==> src/rtl/mdt_pkg.sv <==
package mdt_pkg;

    localparam int CNT_W_DEF = 16;
    localparam int EVT_N_DEF = 2;
    localparam int ADR_W_DEF = 3;

    // control / flag bit positions in the control word
    localparam int B_RUN  = 0;
    localparam int B_SEL  = 1;
    localparam int B_OVF  = 2;
    localparam int B_ZERO = 3;
    localparam int B_CMP  = 4;

    typedef enum logic [2:0] {
        A_CTRL   = 3'd0,
        A_RELOAD = 3'd1,
        A_CMP    = 3'd2,
        A_MASK   = 3'd3,
        A_COUNT  = 3'd4
    } reg_addr_e;

    typedef struct packed {
        logic sel;
        logic run;
    } ctrl_t;

    typedef struct packed {
        logic cmp;
        logic zero;
        logic ovf;
    } flags_t;

    typedef struct packed {
        logic cmp;
        logic zero;
        logic uflow;
    } events_t;

    function automatic logic flag_next(input logic cur, input logic clr, input logic set);
        return (cur & ~clr) | set;
    endfunction

endpackage

==> src/rtl/mdt_edge.sv <==
module mdt_edge #(
    parameter int NEV = mdt_pkg::EVT_N_DEF
) (
    input  logic           clk,
    input  logic           rst,
    input  logic [NEV-1:0] evt_in,
    output logic           any_rise
);
    logic [NEV-1:0] rise;

    for (genvar g = 0; g < NEV; g++) begin : g_det
        logic prev_q;
        always_ff @(posedge clk) begin
            if (rst) prev_q <= 1'b0;
            else     prev_q <= evt_in[g];
        end
        assign rise[g] = evt_in[g] & ~prev_q;
    end

    assign any_rise = |rise;
endmodule

==> src/rtl/mdt_core.sv <==
module mdt_core import mdt_pkg::*; #(
    parameter int CW = CNT_W_DEF
) (
    input  logic          clk,
    input  logic          rst,
    input  ctrl_t         ctrl,
    input  logic          tick,
    input  logic          evt_reload,
    input  logic [CW-1:0] reload_val,
    input  logic [CW-1:0] cmp_val,
    input  logic [CW-1:0] mask_val,
    output logic [CW-1:0] count,
    output events_t       ev
);
    localparam logic [CW-1:0] ALL_ONES = '1;

    logic [CW-1:0] cnt_q;
    logic [CW-1:0] reload_pick;
    logic          at_zero;
    logic          uflow;

    assign at_zero     = (cnt_q == '0);
    assign uflow       = ctrl.run & tick & at_zero;
    assign reload_pick = ctrl.sel ? reload_val : ALL_ONES;

    always_ff @(posedge clk) begin
        if (rst || !ctrl.run)        cnt_q <= '0;
        else if (uflow || evt_reload) cnt_q <= reload_pick;
        else if (tick)               cnt_q <= cnt_q - 1'b1;
    end

    assign count    = cnt_q;
    assign ev.uflow = uflow;
    assign ev.zero  = ctrl.run & ((cnt_q & mask_val) == '0);
    assign ev.cmp   = ctrl.run & ((cnt_q & mask_val) == (cmp_val & mask_val));
endmodule

==> src/rtl/mdt_regs.sv <==
module mdt_regs import mdt_pkg::*; #(
    parameter int CW = CNT_W_DEF,
    parameter int AW = ADR_W_DEF
) (
    input  logic          clk,
    input  logic          rst,
    input  logic          we,
    input  logic [AW-1:0] addr,
    input  logic [CW-1:0] wdata,
    output logic [CW-1:0] rdata,
    input  logic [CW-1:0] count,
    input  events_t       ev,
    output ctrl_t         ctrl,
    output logic [CW-1:0] reload_val,
    output logic [CW-1:0] cmp_val,
    output logic [CW-1:0] mask_val,
    output flags_t        flags
);
    logic   wr_ctrl;
    flags_t clr;

    assign wr_ctrl  = we && (addr == AW'(A_CTRL));
    assign clr.ovf  = wr_ctrl & wdata[B_OVF];
    assign clr.zero = wr_ctrl & wdata[B_ZERO];
    assign clr.cmp  = wr_ctrl & wdata[B_CMP];

    always_ff @(posedge clk) begin
        if (rst) begin
            ctrl       <= '0;
            reload_val <= '1;
            cmp_val    <= '0;
            mask_val   <= '1;
            flags      <= '0;
        end else begin
            flags.ovf  <= flag_next(flags.ovf,  clr.ovf,  ev.uflow);
            flags.zero <= flag_next(flags.zero, clr.zero, ev.zero);
            flags.cmp  <= flag_next(flags.cmp,  clr.cmp,  ev.cmp);
            if (wr_ctrl) begin
                ctrl.run <= wdata[B_RUN];
                ctrl.sel <= wdata[B_SEL];
            end
            if (we && addr == AW'(A_RELOAD)) reload_val <= wdata;
            if (we && addr == AW'(A_CMP))    cmp_val    <= wdata;
            if (we && addr == AW'(A_MASK))   mask_val   <= wdata;
        end
    end

    always_comb begin
        rdata = '0;
        case (addr)
            AW'(A_CTRL): begin
                rdata[B_RUN]  = ctrl.run;
                rdata[B_SEL]  = ctrl.sel;
                rdata[B_OVF]  = flags.ovf;
                rdata[B_ZERO] = flags.zero;
                rdata[B_CMP]  = flags.cmp;
            end
            AW'(A_RELOAD): rdata = reload_val;
            AW'(A_CMP):    rdata = cmp_val;
            AW'(A_MASK):   rdata = mask_val;
            AW'(A_COUNT):  rdata = count;
            default:       rdata = '0;
        endcase
    end
endmodule

==> src/rtl/mask_down_timer.sv <==
module mask_down_timer import mdt_pkg::*; #(
    parameter int CW  = CNT_W_DEF,
    parameter int NEV = EVT_N_DEF,
    parameter int AW  = ADR_W_DEF
) (
    input  logic           clk,
    input  logic           rst,
    input  logic           reg_we,
    input  logic [AW-1:0]  reg_addr,
    input  logic [CW-1:0]  reg_wdata,
    output logic [CW-1:0]  reg_rdata,
    input  logic           tick,
    input  logic [NEV-1:0] cap_evt,
    output logic [CW-1:0]  count_o,
    output logic           ovf_flag,
    output logic           zero_flag,
    output logic           cmp_flag,
    output logic           zero_hit,
    output logic           cmp_hit
);
    ctrl_t         ctrl;
    flags_t        flags;
    events_t       ev;
    logic [CW-1:0] reload_q, cmp_q, mask_q;
    logic          cap_rise;
    logic          evt_reload;

    mdt_edge #(.NEV(NEV)) u_edge (
        .clk      (clk),
        .rst      (rst),
        .evt_in   (cap_evt),
        .any_rise (cap_rise)
    );

    assign evt_reload = ctrl.run & ctrl.sel & cap_rise;

    mdt_core #(.CW(CW)) u_core (
        .clk        (clk),
        .rst        (rst),
        .ctrl       (ctrl),
        .tick       (tick),
        .evt_reload (evt_reload),
        .reload_val (reload_q),
        .cmp_val    (cmp_q),
        .mask_val   (mask_q),
        .count      (count_o),
        .ev         (ev)
    );

    mdt_regs #(.CW(CW), .AW(AW)) u_regs (
        .clk        (clk),
        .rst        (rst),
        .we         (reg_we),
        .addr       (reg_addr),
        .wdata      (reg_wdata),
        .rdata      (reg_rdata),
        .count      (count_o),
        .ev         (ev),
        .ctrl       (ctrl),
        .reload_val (reload_q),
        .cmp_val    (cmp_q),
        .mask_val   (mask_q),
        .flags      (flags)
    );

    assign ovf_flag  = flags.ovf;
    assign zero_flag = flags.zero;
    assign cmp_flag  = flags.cmp;
    assign zero_hit  = ev.zero;
    assign cmp_hit   = ev.cmp;
endmodule

==> config.mk <==
export PLATFORM = sky130hd
export DESIGN_NAME = mask_down_timer
export DESIGN_NICKNAME = d
export VERILOG_FILES = /design/src/rtl/mdt_pkg.sv /design/src/rtl/mdt_edge.sv /design/src/rtl/mdt_core.sv /design/src/rtl/mdt_regs.sv /design/src/rtl/mask_down_timer.sv
export SDC_FILE = /design/constraint.sdc
export NUM_CORES = 1
export LEC_CHECK = 0
export BUFFER_PORTS_ARGS = -buffer_cell sky130_fd_sc_hd__buf_2
export CAP_MARGIN = 20
export CELL_PAD_IN_SITES_DETAIL_PLACEMENT = 0
export CELL_PAD_IN_SITES_GLOBAL_PLACEMENT = 1
export CORE_MARGIN = 5
export CORE_UTILIZATION = 46
export CTS_CLUSTER_SIZE = 28
export DETAILED_ROUTE_END_ITERATION = 12
export PLACE_DENSITY = 0.93
export SLEW_MARGIN = 20
export SYNTH_ARGS = -nofsm -noshare
export SYNTH_HDL_FRONTEND = slang
export SYNTH_SLANG_ARGS = --single-unit
==> constraint.sdc <==
create_clock -name clk -period 4.9 [get_ports clk]
set_clock_uncertainty 0.15 [all_clocks]
set_input_delay 1.225 -clock clk [delete_from_list [all_inputs] [get_ports clk]]
set_output_delay 1.225 -clock clk [all_outputs]
set_load 0.02 [all_outputs]
# [Yosys cells after proc, flatten, opt, wreduce, memory -nomap -nowiden]
# Index checks and enable logic that the tools add are counted.
[totals] reg_bits=71 word_cells=58 output_inout_bits=37 in_bits=25
[op_classes] eq_ne=5 bitwise_logic=24 reduce_logical=12 n_mux=5 add_sub_neg=1
[op_table] cell="16-bit 2-to-1 mux" count=3
[op_table] cell="11-bit case mux with 4 select lines" count=1
[op_table] cell="16-bit bitwise AND" count=2
[op_table] cell="16-bit zero test" count=2
[op_table] cell="5-bit case mux with 5 select lines" count=1
[op_table] cell="16-bit equality test" count=1
[op_table] cell="16-bit by 1-bit subtractor with 16-bit output (second input constant)" count=1
[op_table] cell="1-bit bitwise AND" count=14
[op_table] cell="3-bit by 2-bit equality test with 1-bit output (second input constant)" count=2
[op_table] cell="1-bit NOT" count=5
[op_table] cell="1-bit logical AND" count=4
[op_table] cell="3-bit by 1-bit equality test with 1-bit output (second input constant)" count=1
[op_table] cell="3-bit equality test (second input constant)" count=1
[op_table] cell="3-bit zero test" count=1
[op_table] cell="1-bit OR" count=3
[op_table] cell="1-bit logical OR" count=2
[op_table] cell="2-bit nonzero test" count=1
[op_table] cell="2-bit OR reduction" count=1
[op_table] cell="1-bit zero test" count=1

# [Depth between registers and ports, before layout]
# Gate-level depths: netlist (run 1).
[logic_depth] word_depth=6 depth_mapped=9 mapped_depth_nobuf=7

# [Hierarchy]
# Synthesis (run 1) repeated with hierarchy kept, for this count alone.
[unflattened] cells_unflattened=482 area_unflattened_um2=3988.8
[by_module_without_submodules] module="mdt_regs" cells_each=306 area_per_inst_um2=2537.4 instances=1 seq_area_each_um2=1061.0
[by_module_without_submodules] module="mdt_core" cells_each=168 area_per_inst_um2=1377.6 instances=1 seq_area_each_um2=320.3
[by_module_without_submodules] module="mdt_edge" cells_each=7 area_per_inst_um2=67.6 instances=1 seq_area_each_um2=40.0
[by_module_without_submodules] module="mask_down_timer" cells_each=1 area_per_inst_um2=6.3 instances=1 seq_area_each_um2=0.0

# [Worst setup path after synthesis (run 1)]
# OpenSTA, ideal clock, no wires.
[synth_path] path_type="input to output" from="in reg_addr[1]" to="out reg_rdata[14]" path_buffers=3 path_stages=6 slack_ns=1.126 required_time_ns=3.525 t_arrival_ns=2.399 cell_sequence="buf_2 > buf_2 > nor3b_1 > clkbuf_1 > nand2_1 > o21ai_0"
[synth_via] elab_chain_cells=2
[synth_lines] element="from (decl)" line_no="mask_down_timer.sv:9" text="input logic [AW-1:0] reg_addr,"
[synth_lines] element="3-bit equality test, or another cell as far along" line_no="mdt_regs.sv:50" text="case (addr)"
[synth_lines] element="11-bit case mux with 4 select lines *" line_no="mdt_regs.sv:50"
[synth_lines] element="to (decl)" line_no="mask_down_timer.sv:11" text="output logic [CW-1:0] reg_rdata,"
# Every way passes the cells marked *; elsewhere a longest branch is shown, timed or not.

# [Worst setup path in the final report (run 1)]
[layout_path] from="in reg_addr[0]" to="out reg_rdata[8]"
# Same word-level chain as after synthesis.

==> results.toml, run 1 <==
[status]
outcome = "finished clean"

[grt]
first_global_vias = 3549
met2_usage_pct = 34.61
grt.busiest_layer = "met2"
gr-usage-met3_pct = 4.718
grt_max_degree = 57
antenna_found_initial = 0
gr-usage-met1_pct = 30.41
gr-total-overflow = 0
grt_use_total_pct = 22.03
grt_pass1_wl_mm = 19.18

[critical_path]
reg2reg_from = "u_core.count[0]$_SDFFE_PP0P_"
worstReg2RegEnd = "u_core.count[11]$_SDFFE_PP0P_"
critical_path_class = "primary input to output pin"
r2r_cells = 8
cp-end-kind = "output pin"
cp-start-kind = "primary input"
path_max_fanout = 24
worst_ep_arrival_time_ps = 2730
r2r_slack_ps = 2280
required_ps = 3520

[routing]
vias = 3654
post_drt_wl_per_cell_um = 19.11
drc_errors = 0
drt_iter0_drc = 386
vias_per_cell = 5.865
ant_nets = 0
wirelength_mm = 11.91
firstDrtPassIters = 5

[yosys]
yosys.cell_types.count = 46
seq_area_frac_synth_pct = 34.79
ys_ff_latch = 71
syn-num-nets = 500
syn_inst = 474
yosysWarnings = 0
mappedNetlistArea_um2 = 4085
synth-edff-count = 0
synthTopCellsByArea = "dfxtp_1, nand2_1, nand3b_1"
synth_top_area_share_pct = 34.79
yosysMostFrequentCell = "nand2_1"
async_flop_share_pct = 0
syn_area_per_cell_um2 = 8.618
synth_ff_type = "dfxtp_1"
yosysTopAreaCell = "dfxtp_1"
synthTopCellsByCount = "nand2_1, dfxtp_1, nand3b_1, a22oi_1"

[hold_path]
hp-start = "u_regs.cmp_val[0]$_SDFFE_PP0P_"
min-delay-path-class = "flop to flop"
holdPathStages = 2
holdPathEnd = "u_regs.cmp_val[0]$_SDFFE_PP0P_"

[clock_network]
cts-root-to-sink-buffers = 2
tritoncts = "yes"
cts_resized = 0
postCtsHoldBufs = 0
path_clk_slew_ps = 70
cts.sinks = 71
post-cts-setup-buffers = 0
cts_root_buf = "clkbuf_8"
cts_max_level = 3
clkLatencyLatePin_ps = 350
cts_made_buffers = 9

[layout]
syn_to_final_growth_pct = 12.86
drive_above_1_share_pct = 26.46
regArea_um2 = 1421
final_cells = 623
fillers = 845
nNetsFinal = 535
multi_input_area_um2 = 2431

[sta]
setup_viol = 0
worst_pin_slew_ps = 1022
max_slew_margin_pct = 31.89
period_needed_ps = 4104
fmax_mhz = 243.7
hold_viol_final = 0
period_share_pct = 83.75
rsz0062_at_grt = "false"
maxSlewViolCount = 0
tns_ps = 0

[power]
powerDensity_nw_per_um2 = 295.2
ir_worst_vdd_mv = 0.1883
leakagePower_nw = 1.959

[place]
dp_hpwl_mm = 8.542
io_buffers = 61
gp_congestion = 0.8922
dp_cells = 605

[floorplan]
io_pins = 62
dieArea_um2 = 10860
coreArea_um2 = 8678
start_util_pct = 47.07
rows = 34
die-width_um = 104.2
dieHeight_um = 104.2

[run]
maxCapViolCount = 0
## per-layer routing
metal	vias up	part of all wire (%)
li1	1723	-
met1	1757	42
met2	151	47
met3	23	9.0
met4	0	2.1
met5	-	0
## placed cells by master, fill, tap and decap left out, drive strengths merged, types with 2 or more instances in the layout
cell type    n
nand2      119
dfxtp       71
buf         65
nand3b      32
a22oi       24
a21oi       23
xor2        21
nor3b       19
a211oi      16
nor2        12
o21ai       12
mux2        11
mux2i       10
xnor2       10
clkbuf       9
nor3         8
inv          7
nor2b        6
nand3        5
nand2b       4
o22ai        4
nand4        4
bufinv       3
a222oi       2
and2         2
nand4b       2
and3         2
nor4b        2
## power breakdown
group / leakage, nW / total (mW) / internal, mW / switching (mW)
logic: 1.26 / 0.154 / 0.0628 / 0.0907
registers: 0.577 / 0.613 / 0.591 / 0.0212
clock network: 0.122 / 0.595 / 0.345 / 0.250
## state kept, by name, indices dropped and copies added, names as in the netlist
register             count
u_regs.mask_val         16
u_regs.reload_val       16
u_regs.cmp_val          16
u_core.count            16
u_regs.ctrl              2
u_regs.flags             3
u_edge.g_det.prev_q      2
## cell families after synthesis
family / after synthesis / share of synthesized area [%]
flip-flops: 71 / 34.79
adder cells (fa/ha/maj): 1 / 0.3062
XOR/XNOR: 31 / 6.646
multiplexers: 22 / 6.034
AND/OR/NAND/NOR: 220 / 30.81
buffers and inverters: 45 / 5.696
AO/OA/AOI/OAI: 84 / 15.71
## area by class of cell
cell class | count | area share [%]
repair buffers | 65 | 7.707
clock buffers | 9 | 2.687
flip-flops and latches | 71 | 30.83
multi-input cells | 358 | 52.73
clock inverters | 7 | 2.741
inverters | 4 | 0.3256
diodes | 1 | 0.05427
well taps | 108 | 2.931
## critical path, cell delays in order
cell     delay, ps
buf_2          240
nor2b_1        550
a22oi_1        170
o21ai_0        300
buf_2          230
## worst max path at each step
stage               depth (start not counted)             to         from
CTS                                         5   reg_rdata[5]  reg_addr[0]
global route                                5   reg_rdata[8]  reg_addr[0]
finish                                      5   reg_rdata[8]  reg_addr[0]
detailed placement                          5   reg_rdata[5]  reg_addr[0]
floorplan                                   6  reg_rdata[14]  reg_addr[1]
global placement                            5   reg_rdata[5]  reg_addr[0]
## per-stage QoR
| step | setup WS (ps) | hold WS [ps] | util (%) | total power [mW] | cell area, um2 |
|---|---|---|---|---|---|
| global placement | 926.6 | 325.7 | 49.90 | 0.7747 | 4330 |
| CTS | 892.0 | 347.4 | 52.78 | 1.362 | 4581 |
| detailed placement | 889.1 | 335.9 | 49.90 | 0.7769 | 4330 |
| finish | 796.4 | 348.1 | 53.13 | 1.361 | 4611 |
| global route | 673.4 | 366.1 | 53.10 | 1.411 | 4608 |
| floorplan | 1126 | 307.8 | - | 0.7270 | 4085 |
Note: power is estimated with default switching activity, not from simulation.
==> run 2: changes to the inputs <==
--- a/config.mk
+++ b/config.mk
@@ -10,10 +10,10 @@
 export CELL_PAD_IN_SITES_DETAIL_PLACEMENT = 0
 export CELL_PAD_IN_SITES_GLOBAL_PLACEMENT = 1
 export CORE_MARGIN = 5
-export CORE_UTILIZATION = 46
+export CORE_UTILIZATION = 39
 export CTS_CLUSTER_SIZE = 28
 export DETAILED_ROUTE_END_ITERATION = 12
-export PLACE_DENSITY = 0.93
+export PLACE_DENSITY = 0.85
 export SLEW_MARGIN = 20
 export SYNTH_ARGS = -nofsm -noshare
 export SYNTH_HDL_FRONTEND = slang
==> constraint.sdc (replaced) <==
create_clock -name clk -period 3.5 [get_ports clk]
set_clock_uncertainty 0.15 [all_clocks]
set_input_delay 0.875 -clock clk [delete_from_list [all_inputs] [get_ports clk]]
set_output_delay 0.875 -clock clk [all_outputs]
set_load 0.02 [all_outputs]
==> run 2 against run 1 <==
Net effect: first-iteration DRC count is 51% lower; power grew 44%; sequential power rose by 40%; critical endpoint is now reg_rdata[13]; hold slack got worse by 6.3 ps; flip-flop and latch count unchanged; cell count increased by 5.6%.
==> results.toml, run 2 (synthesized netlist as in run 1, its figures left out) <==
[status]
outcome = "finished clean"

[sta]
period_needed_ps = 3181
hold_viol_final = 0
tns_ps = 0
period_share_pct = 90.89
worst_pin_slew_ps = 969.8
maxSlewViolCount = 0
rsz0062_at_grt = "false"
max_slew_margin_pct = 35.35
setup_viol = 0
fmax_mhz = 314.4

[routing]
wirelength_mm = 12.13
ant_nets = 0
drc_errors = 0
vias_per_cell = 5.480
drt_iter0_drc = 188
vias = 3606
post_drt_wl_per_cell_um = 18.43
firstDrtPassIters = 5

[critical_path]
cp-end-kind = "output pin"
cp_slowest_cell = "mux2_2"
path_max_fanout = 24
required_ps = 2470
cp-start-kind = "primary input"
reg2reg_from = "u_core.count[1]$_SDFFE_PP0P_"
timing.critical_path.from = "reg_addr[0]"
path_cells = "buf_2 -> mux2_2 -> a22oi_1 -> o21ai_0 -> buf_2"
crit_path_frequent_cell = "buf_2"
cp_top_family = "buffers and inverters"
critical_path_class = "primary input to output pin"
crit_buf_inv = 2
worst_ep_arrival_time_ps = 2160
max_stage_delay_ps = 410

[floorplan]
coreArea_um2 = 10280
die-width_um = 112.3
dieHeight_um = 112.3
rows = 37
io_pins = 62
dieArea_um2 = 12620
start_util_pct = 39.75

[clock_network]
postCtsHoldBufs = 0
cts_max_level = 3
path_clk_slew_ps = 80
post-cts-setup-buffers = 0
cts.sinks = 71
cts_resized = 0
cts_made_buffers = 9
cts_root_buf = "clkbuf_8"
clkLatencyLatePin_ps = 350
cts-root-to-sink-buffers = 2
tritoncts = "yes"

[layout]
nNetsFinal = 543
syn_to_final_growth_pct = 15.13
diodes = 0
layout_common_cells = "nand2_1, dfxtp_1, buf_2"
final_cells = 658
drive_above_1_share_pct = 27.39
fin_util_pct = 45.76
mostFrequentLayoutCell = "nand2_1"

[power]
powerDensity_nw_per_um2 = 415.6
leakagePower_nw = 2.002
ir_worst_vdd_mv = 0.1772
total_power_mw = 1.955

[grt]
grt_pass1_wl_mm = 19.47
antenna_found_initial = 0
grt_use_total_pct = 19.54
grt_max_degree = 56
gr-total-overflow = 0
first_global_vias = 3500

[place]
io_buffers = 61
gp_congestion = 0.9741
dp_hpwl_mm = 9.016
dp_cells = 642

[run]
maxCapViolCount = 0

[hold_path]
min-delay-path-class = "flop to flop"
hp-start = "u_regs.cmp_val[0]$_SDFFE_PP0P_"
==> run 2: cell types whose count changed in the layout (fill, tap and decap cells not counted), sizes merged <==
cell,change
clkinv,+1
inv,-3
clkinvlp,-1
bufinv,+1
diode,-1
buf,+8
clkbuf,+2
==> run 2: cell type report <==
class / instances / area (um2)
fillers: 1033 / 5574
multi-input cells: 358 / 2431
clock inverters: 5 / 128.9
well taps: 136 / 170.2
clock buffers: 11 / 141.4
flip-flops and latches: 71 / 1421
repair buffers: 73 / 395.4
inverters: 4 / 15.01
==> run 2: power by group <==
part / switching [mW] / internal, mW
combinational: 0.130 / 0.0909
clock: 0.311 / 0.567
sequential: 0.0283 / 0.828
total: 0.469 / 1.49
==> run 2: path summary, 6_finish.rpt <==
check / cells after the start / endpoint / slack, ps
worst min register to register: 2 / u_regs.cmp_val[0]$_SDFFE_PP0P_ / 340
worst max-delay path: 5 / reg_rdata[13] / 320
worst max register to register: 8 / u_core.count[1]$_SDFFE_PP0P_ / 1020
worst min-delay path: 2 / u_regs.cmp_val[0]$_SDFFE_PP0P_ / 340
==> run 2: per-stage QoR <==
| stage | hold slack (ps) | area [um2] | worst slack (ps) |
|---|---|---|---|
| after floorplan | 307.8 | 4085 | 425.9 |
| after global placement | 325.0 | 4433 | 357.3 |
| after detailed placement | 330.3 | 4433 | 346.9 |
| after CTS | 343.1 | 4703 | 346.1 |
| after global routing | 366.7 | 4703 | 234.4 |
| final | 341.8 | 4703 | 318.9 |
==> run 2: routing by layer <==
layer  global-route usage [%]  part of all wire (%)
met3                    3.288                   5.6
met4                    8.333                   3.3
met5                        0                     0
met1                    26.84                    44
met2                    30.27                    47
==> run 2: worst reg2reg max path, stage by stage (launching register included) <==
cell and delay, ps:
dfxtp_1 600, inv_1 120, ha_1 240, nor3b_2 180, and4_4 230, a21oi_4 140, buf_4 420, nor3b_1 120
a211oi_2 200
==> run 3: changes to the inputs <==
==> constraint.sdc (replaced) <==
create_clock -name clk -period 3.5 [get_ports clk]
set_clock_uncertainty 0.15 [all_clocks]
set_input_delay 0.175 -clock clk [delete_from_list [all_inputs] [get_ports clk]]
set_output_delay 0.175 -clock clk [all_outputs]
set_load 0.02 [all_outputs]
==> run 3 against run 2 <==
Net effect: first-iteration DRC count rose by 94%; routed wire length rose by 1.8%; cell area rose by 1.6%; combinational power rose by 6%; critical path depth rose by 3; highest routed layer unchanged; hold slack got worse by 200 ps; cell count rose by 1.4%.
==> results.toml, run 3 (synthesized netlist as in run 1, its figures left out) <==
[layout]
finalInstanceArea_um2 = 4777
mostFrequentLayoutCell = "nand2_1"
drive_above_1_share_pct = 25.24
layout_common_cells = "nand2_1, dfxtp_1, buf_2"
syn_to_final_growth_pct = 16.94
fillers = 1051
nNetsFinal = 553
diodes = 0

[sta]
max_slew_margin_pct = 31.54
period_needed_ps = 2493
tns_ps = 0
hold_viol_final = 0
rsz0062_at_grt = "false"
period_share_pct = 71.22
fmax_mhz = 401.2
maxSlewViolCount = 0
setup_viol = 0
worst_pin_slew_ps = 1027

[status]
outcome = "finished clean"

[routing]
vias = 3704
firstDrtPassIters = 5
vias_per_cell = 5.553
drt_iter0_drc = 365
ant_nets = 0
drc_errors = 0
wirelength_mm = 12.35
post_drt_wl_per_cell_um = 18.52

[critical_path]
r2r_slack_ps = 1010
critical_path_class = "flop to flop"
cp_slowest_cell = "dfxtp_1"
path_max_fanout = 22
path_cells = "inv_1 -> ha_1 -> nor3b_2 -> and4_4 -> a21oi_4 -> buf_12 -> nor3b_2 -> a211oi_2"
worstReg2RegEnd = "u_core.count[7]$_SDFFE_PP0P_"
r2r_cells = 8
reg2reg_from = "u_core.count[0]$_SDFFE_PP0P_"
cp_top_family = "compound AO/OA/AOI/OAI gates"
crit_path_frequent_cell = "nor3b_2"
required_ps = 3610
cp-start-kind = "flop"
cp-end-kind = "flop"
worst_ep_arrival_time_ps = 2600
crit_buf_inv = 2
max_stage_delay_ps = 550

[clock_network]
cts.sinks = 71
post-cts-setup-buffers = 0
path_clk_slew_ps = 70
cts_max_level = 3
cts-root-to-sink-buffers = 2
cts_made_buffers = 9
clkLatencyLatePin_ps = 350
cts_root_buf = "clkbuf_8"
tritoncts = "yes"

[grt]
grt_use_total_pct = 19.75
grt_max_degree = 56
grt_pass1_wl_mm = 20.02
antenna_found_initial = 0
gr-total-overflow = 0
first_global_vias = 3666

[place]
io_buffers = 61
dpl_cell_area_um2 = 4385
gp_congestion = 0.9244
dp_hpwl_mm = 8.779

[hold_path]
holdPathStages = 3
min-delay-path-class = "primary input to flop"
holdPathEnd = "u_core.count[0]$_SDFFE_PP0P_"
hp-start = "tick"

[floorplan]
die-width_um = 112.3
dieHeight_um = 112.3
dieArea_um2 = 12620
coreArea_um2 = 10280
rows = 37
io_pins = 62
start_util_pct = 39.75

[power]
leakagePower_nw = 2.018
ir_worst_vdd_mv = 0.1905
powerDensity_nw_per_um2 = 379.8

[run]
maxCapViolCount = 0
## run 3: cell count changes in the layout (fill, tap and decap cells not counted)
cell	previous run	this run
buf_12	0	1
dlygate4sd3_1	0	18
buf_4	12	3
clkinv_4	1	0
bufinv_16	4	2
clkinv_2	0	2
## run 3: how the worst max path moves through the flow
stage | start | end | slack (ps) | depth (start not counted)
after floorplan | u_core.count[0]$_SDFFE_PP0P_ | u_core.count[7]$_SDFFE_PP0P_ | 1390 | 9
after global placement | u_core.count[0]$_SDFFE_PP0P_ | u_core.count[0]$_SDFFE_PP0P_ | 1180 | 8
after detailed placement | u_core.count[0]$_SDFFE_PP0P_ | u_core.count[14]$_SDFFE_PP0P_ | 1040 | 8
after CTS | u_core.count[0]$_SDFFE_PP0P_ | u_core.count[7]$_SDFFE_PP0P_ | 1030 | 8
after global routing | u_core.count[0]$_SDFFE_PP0P_ | u_core.count[14]$_SDFFE_PP0P_ | 850 | 8
final | u_core.count[0]$_SDFFE_PP0P_ | u_core.count[7]$_SDFFE_PP0P_ | 1010 | 8
## run 3: report_power, final
group / switching [mW] / internal (mW)
sequential: 0.0285 / 0.828
clock: 0.308 / 0.415
combinational: 0.134 / 0.101
## run 3: final cells by class
class / count / area [um2] / area share (%)
well taps: 136 / 170.2 / 3.562
multi-input cells: 358 / 2431 / 50.89
inverters: 4 / 15.01 / 0.3143
clock inverters: 4 / 70.07 / 1.467
flip-flops and latches: 71 / 1421 / 29.75
clock buffers: 11 / 141.4 / 2.960
repair buffers: 83 / 528.0 / 11.05
## run 3: what timing repair did
item | in CTS | in global routing
gates resized for setup | 0 | 0
hold buffers | 18 | 0
hold endpoints to repair | 51 | 0
## run 3: worst reg2reg max path: stages, from the launching register on
cell and delay, ps:
dfxtp_1 550, inv_1 130, ha_1 250, nor3b_2 180, and4_4 210, a21oi_4 410, buf_12 250, nor3b_2 80
a211oi_2 190
## run 3: metal layers
layer | up-vias | routed length, um | track usage [%]
met3 | 29 | 919 | 4.582
met5 | - | 0 | 0
met1 | 1758 | 5405 | 26.33
met4 | 0 | 333 | 7.452
li1 | 1750 | - | -
met2 | 167 | 5693 | 31.11
## run 3: through the flow
step                power (mW)  util [%]  std cells  setup slack, ps  hold WS (ps)
CTS                      1.822     46.48        667             1026         129.0
global placement         1.089     42.67        634             1175         253.0
floorplan                1.018         -        474             1392         145.8
detailed placement       1.093     42.67        634             1039         260.6
global route             1.893     46.48        667            852.7         142.0
finish                   1.814     46.48        667             1007         141.6
